$ cat src/rtl/sci_status_reg.sv
module sci_status_reg #(
  parameter int W = 8,
  parameter logic [W-1:0] RST_VAL = 8'h84
) (
  input  logic         clk,
  input  logic         rst_n,
  input  logic         lowpwr_i,
  input  logic         rd_en_i,
  input  logic         wr_en_i,
  input  logic [W-1:0] wr_data_i,
  output logic [W-1:0] rd_data_o,
  input  logic         tdr_wr_i,
  input  logic         tdr_load_i,
  input  logic         tx_en_i,
  input  logic         rx_full_set_i,
  input  logic         overrun_set_i,
  input  logic         frame_err_set_i,
  input  logic         parity_err_set_i,
  input  logic         tx_end_i,
  input  logic         mpb_rx_i
);

  localparam int NS = 5;
  localparam int SLO = W - NS;

  logic [NS-1:0] sticky_q, arm_q;
  logic          tend_q, mpbr_q, mpbt_q;

  logic [NS-1:0] set_ev, clr_ev;

  assign set_ev = {tdr_load_i | ~tx_en_i, rx_full_set_i, overrun_set_i,
                   frame_err_set_i, parity_err_set_i};

  assign clr_ev = ({NS{wr_en_i}} & arm_q & ~wr_data_i[W-1:SLO])
                | {tdr_wr_i, {(NS-1){1'b0}}};

  assign rd_data_o = {sticky_q, tend_q, mpbr_q, mpbt_q};

  always_ff @(posedge clk) begin
    if (!rst_n || lowpwr_i) begin
      sticky_q <= RST_VAL[W-1:SLO];
      tend_q   <= RST_VAL[2];
      mpbr_q   <= RST_VAL[1];
      mpbt_q   <= RST_VAL[0];
      arm_q    <= '0;
    end else begin
      sticky_q <= set_ev | (sticky_q & ~clr_ev);
      tend_q   <= tx_end_i;
      mpbr_q   <= mpb_rx_i;
      if (wr_en_i) begin
        mpbt_q <= wr_data_i[0];
        arm_q  <= '0;
      end else if (rd_en_i) begin
        arm_q  <= arm_q | sticky_q;
      end
    end
  end

endmodule


$ cat config.mk
export PLATFORM = sky130hd
export DESIGN_NAME = sci_status_reg
export DESIGN_NICKNAME = d
export VERILOG_FILES = /design/src/rtl/sci_status_reg.sv
export SDC_FILE = /design/constraint.sdc
export NUM_CORES = 1
export LEC_CHECK = 0
export ABC_AREA = 1
export BUFFER_PORTS_ARGS = -buffer_cell sky130_fd_sc_hd__buf_4
export CAP_MARGIN = 20
export CORE_UTILIZATION = 35
export DETAILED_ROUTE_END_ITERATION = 8
export HOLD_SLACK_MARGIN = 0.06
export PLACE_DENSITY_LB_ADDON = 0.3
export SLEW_MARGIN = 0
export SYNTH_ARGS = -nofsm -noshare
export SYNTH_HDL_FRONTEND = slang
export SYNTH_SLANG_ARGS = --single-unit
$ cat constraint.sdc
create_clock -name clk -period 0.85 [get_ports clk]
set_clock_uncertainty 0.1 [all_clocks]
set_input_delay 0.255 -clock clk [delete_from_list [all_inputs] [get_ports clk]]
set_output_delay 0.255 -clock clk [all_outputs]
set_load 0.02 [all_outputs]
==> results of run 1 <==
worst max path at each step:
stage | startpoint | end | slack [ns]
2_1_floorplan | lowpwr_i | tend_q | 0.006
3_3_place_gp | lowpwr_i | sticky_q[4] | -0.12
3_5_place_dp | lowpwr_i | arm_q[1] | -0.13
4_1_cts | sticky_q[4] | rd_data_o[7] | -0.25
5_1_grt | sticky_q[1] | rd_data_o[4] | -0.26
6_report | sticky_q[4] | rd_data_o[7] | -0.24
cell usage after synthesis (all sizes together):
| cell | count | area share |
|---|---|---|
| dfxtp | 13 | 0.53 |
| inv | 12 | 0.091 |
| a21oi | 10 | 0.10 |
| nand2 | 9 | 0.073 |
| nor2 | 7 | 0.053 |
| nand3 | 5 | 0.061 |
| buf | 3 | 0.046 |
| nor3b | 1 | 0.025 |
| o21ai | 1 | 0.010 |
| or2 | 1 | 0.013 |
power groups by stage:
stage / combinational [mW] / sequential, mW / clock, mW
5_1_grt: 0.232 / 0.643 / 0.420
6_report: 0.214 / 0.642 / 0.381
3_5_place_dp: 0.177 / 0.652 / 0
2_1_floorplan: 0.0568 / 0.662 / 0
4_1_cts: 0.205 / 0.641 / 0.395
3_3_place_gp: 0.175 / 0.651 / 0
layer usage:
metal  wire (um)  up-vias
met5           0        -
met3          55        2
met1         461      232
li1            -      264
met2         642       13
met4           7        0
logic make-up (layout without fill, tap and decap cells):
| family | after synthesis | in the layout |
|---|---|---|
| AND/OR/NAND/NOR | 23 | 23 |
| buffers and inverters | 15 | 52 |
| flip-flops | 13 | 13 |
| AO/OA/AOI/OAI | 11 | 11 |
state kept, by name (all words and copies together) (netlist names):
signal	count
mpbr_q	1
mpbt_q	1
tend_q	1
sticky_q	5
arm_q	5
cell type report:
| type | count | area share |
|---|---|---|
| Sequential cell | 13 | 0.317 |
| Timing Repair Buffer | 36 | 0.361 |
| Tap cell | 15 | 0.0220 |
| Clock buffer | 4 | 0.0308 |
| Inverter | 12 | 0.0528 |
| Multi-Input combinational cell | 34 | 0.217 |
timing repair:
item | 4_1_cts | 5_1_grt
endpoints found under the setup margin | 8 | 14
hold endpoints to repair | 1 | 2
gates cloned | 0 | 0
pin swaps | 0 | 4
gates resized for setup | 18 | 6
buffers inserted | 5 | 1
==> metrics.yaml, run 1 <==
rsz0062_at_grt: "true"
chipWidth_um: 39.6
hold_violations: 0
r2r_slack_ns: -0.10
powerDensity_nw_per_um2: 1450
clkLatencyLatePin_ns: 0.27
setup_ws_ns: -0.243
antenna_found_initial: 0
routabilityCongestion: 0.624
synth_nets: 84
setup_tns_ns: -1.99
path_cells: "buf_6"
p_clk_frac: 0.308
fin_util: 0.656
p_sw_mw: 0.297
slew_viol_final: 0
hold_start: "tx_end_i"
synth_top_family_by_area: "simple AND/OR/NAND/NOR gates"
grt_usage: 0.173
max_freq_ghz: 0.915
place_ws_ns: -0.132
holdWs_ns: 0.0649
grt_util_met3: 0.0511
yosysSeqAreaShare: 0.527
hold_depth: 2
reg2regPathDepth: 6
drt_iter0_markers: 1
r2r_start: "sticky_q[4]"
root_buffer: "clkbuf_4"
p_seq_frac: 0.519
ys_ff_latch: 13
grt_start_max_net_pins: 8
synth_cell_types: 12
grt_use_met2: 0.316
syn_area_per_cell_sq_um: 7.97
cp_slowest_stage_delay_ns: 0.35
cp_slowest_cell: "dfxtp_2"
cap_violations: 0
synth_compound_area_frac: 0.111
worst_pin_slew_ns: 0.129
regArea_sq_um: 270
nNetsFinal: 122
dp.cells: 104
crit_family: "flip-flops"
wire_per_inst_um: 10.2
via_per_inst: 4.48
hold_path_class: "primary input to register"
yosys.area_share.xor_xnor: 0
fillCellCount: 118
grt_pass1_vias: 429
clkSinkCount: 13
numCtsBuffers: 3
setup_viol: 10
multi_input_area_sq_um: 185
dpl_cell_area_sq_um: 716
core_area_sq_um: 1300
fin_area_sq_um: 853
max_slew_margin: 0.914
fp-row-count: 13
status: "complete, but fails checks"
n_antenna_cell: 0
synthMuxAreaShare: 0
final_cell_mix: "buf_4, inv_1, buf_6, nand2_1, dfxtp_2"
finalPower_mw: 1.24
fin_cells: 114
drive_gt1_frac: 0.566
drt_wl_total_mm: 1.17
dp_hpwl_um: 773
cp.depth: 1
yosys.area_share.simple: 0.225
dr.pass1.iters: 2
leakage_nw: 0.418
cts_tree: "done"
grtUsageMet1: 0.157
antenna_left: 0
finalCriticalPeriod_ns: 1.09
drc: 0
grt_pass1_wl_mm: 1.66
end_kind: "output port"
cts_max_path_buffers: 2
die_h_um: 39.6
clk_pin_slew_ns: 0.08
path_buf_inv: 1
min_to: "tend_q"
syn_area_sq_um: 494
cp.arrival_ns: 0.74
top_usage_layer: "met2"
timing.rr.end: "sticky_q[4]"
cp_max_fo: 2
pwr-share-comb: 0.173
critPathKind: "register to output port"
swShare: 0.240
vias: 511
ir_worst_vdd_uv: 981
start_util: 0.380
synth_warnings: 0
htree_levels: 1
p_int_mw: 0.939
final_common_cell: "buf_4"
ios: 30
synth_fa_ha_area_frac: 0
area_growth_pct: 72.7
numPortBuffers: 27
syn_inst: 62
grt.overflow.total: 0
cp_data_required_time_ns: 0.49
period_share: 1.29
dieArea_sq_um: 1570
cp-start-kind: "register"
violations: "negative setup slack"
No activity file was read; power rests on OpenSTA's default activity.
==> inputs of run 2 (changes only) <==
--- a/config.mk
+++ b/config.mk
@@ -8,7 +8,9 @@
 export ABC_AREA = 1
 export BUFFER_PORTS_ARGS = -buffer_cell sky130_fd_sc_hd__buf_4
 export CAP_MARGIN = 20
-export CORE_UTILIZATION = 35
+export CELL_PAD_IN_SITES_DETAIL_PLACEMENT = 1
+export CELL_PAD_IN_SITES_GLOBAL_PLACEMENT = 2
+export CORE_UTILIZATION = 18
 export DETAILED_ROUTE_END_ITERATION = 8
 export HOLD_SLACK_MARGIN = 0.06
 export PLACE_DENSITY_LB_ADDON = 0.3
==> run 2 against run 1 <==
Effect of this change: largest cell class unchanged; the run still ends with negative setup slack left; sequential power about the same; sequential share of layout area decreased by 0.14 points; critical endpoint is now rd_data_o[6]; flip-flop and latch count unchanged.
==> metrics.yaml, run 2 (synthesis gave the netlist of run 1 again) <==
status: "complete, but fails checks"
violations: "negative setup slack"
dp.cells: 119
worst_pin_slew_ns: 0.164
grt.overflow.total: 0
cp_data_required_time_ns: 0.49
antenna_found_initial: 0
end_kind: "output port"
numCtsBuffers: 3
rsz0062_at_grt: "true"
setup_tns_ns: -1.87
clkSinkCount: 13
routabilityCongestion: 0.677
clk_pin_slew_ns: 0.08
p_seq_frac: 0.515
path_cells: "buf_6"
root_buffer: "clkbuf_4"
hold_violations: 0
dr.pass1.iters: 4
final_cell_mix: "buf_4, inv_1, nand2_1, dfxtp_2, buf_6"
dp_hpwl_um: 949
final_common_cell: "buf_4"
start_util: 0.194
clkLatencyLatePin_ns: 0.28
fin_area_sq_um: 857
chipWidth_um: 54.4
path_buf_inv: 1
grt_start_max_net_pins: 8
slew_viol_final: 0
cp_slowest_cell: "dfxtp_2"
drive_gt1_frac: 0.561
fp-row-count: 18
grt_pass1_wl_mm: 2.07
holdWs_ns: 0.0548
period_share: 1.29
nNetsFinal: 121
max_slew_margin: 0.890
fin_util: 0.337
via_per_inst: 4.09
antenna_left: 0
grt_pass1_vias: 488
dpl_cell_area_sq_um: 734
cp.arrival_ns: 0.74
core_area_sq_um: 2540
fin_cells: 128
wire_per_inst_um: 10.4
die_h_um: 54.4
numPortBuffers: 27
cap_violations: 0
setup_viol: 9
setup_ws_ns: -0.250
hold_path_class: "primary input to register"
drc: 0
finalPower_mw: 1.25
area_growth_pct: 73.4
ios: 30
critPathKind: "register to output port"
grt_usage: 0.107
finalCriticalPeriod_ns: 1.10
drt_wl_total_mm: 1.33
htree_levels: 1
place_ws_ns: -0.165
leakage_nw: 0.412
ir_worst_vdd_uv: 488
cp_slowest_stage_delay_ns: 0.35
cts_tree: "done"
drt_iter0_markers: 3
cts_max_path_buffers: 2
p_int_mw: 0.937
p_sw_mw: 0.309
cp-start-kind: "register"
pwr-share-comb: 0.171
p_clk_frac: 0.315
crit_family: "flip-flops"
vias: 524
cp_max_fo: 2
max_freq_ghz: 0.909
powerDensity_nw_per_um2: 1450
n_antenna_cell: 0
reg.largest.list: "arm_q (5), sticky_q (5)"
swShare: 0.248
dieArea_sq_um: 2960
==> run 2: repair_timing <==
item                       in CTS  in global routing
resized for setup              19                  3
setup endpoints to repair       8                 14
hold endpoints to repair        2                  1
buffers inserted                5                  0
pin swaps                       1                  5
==> run 2: layout make-up <==
| class | count | area (sq um) |
|---|---|---|
| fill | 315 | 1690 |
| timing repair buffer | 35 | 293 |
| sequential | 13 | 270 |
| multi-input combinational | 34 | 185 |
| inverter | 12 | 45.0 |
| tap | 30 | 37.5 |
| clock buffer | 4 | 26.3 |
==> run 2: layer usage <==
layer	up-vias	track usage	share of wire
li1	261	-	-
met1	245	0.108	0.40
met2	14	0.185	0.53
met3	4	0.0333	0.046
met4	0	0.0769	0.025
met5	-	0	0
==> run 2: path summary, 6_finish.rpt <==
check	start	end	slack (ns)	depth (start not counted)
min reg2reg	mpbt_q	mpbt_q	0.37	2
max reg2reg	sticky_q[4]	sticky_q[4]	-0.01	5
max	sticky_q[3]	rd_data_o[6]	-0.25	1
min	tx_end_i	tend_q	0.05	2
==> run 2: power by group through the flow <==
stage / Sequential, mW / Combinational [mW] / Clock, mW
after floorplan: 0.662 / 0.0568 / 0
after global placement: 0.651 / 0.180 / 0
after detailed placement: 0.652 / 0.183 / 0
after CTS: 0.640 / 0.212 / 0.414
after global routing: 0.644 / 0.234 / 0.448
final: 0.641 / 0.213 / 0.392
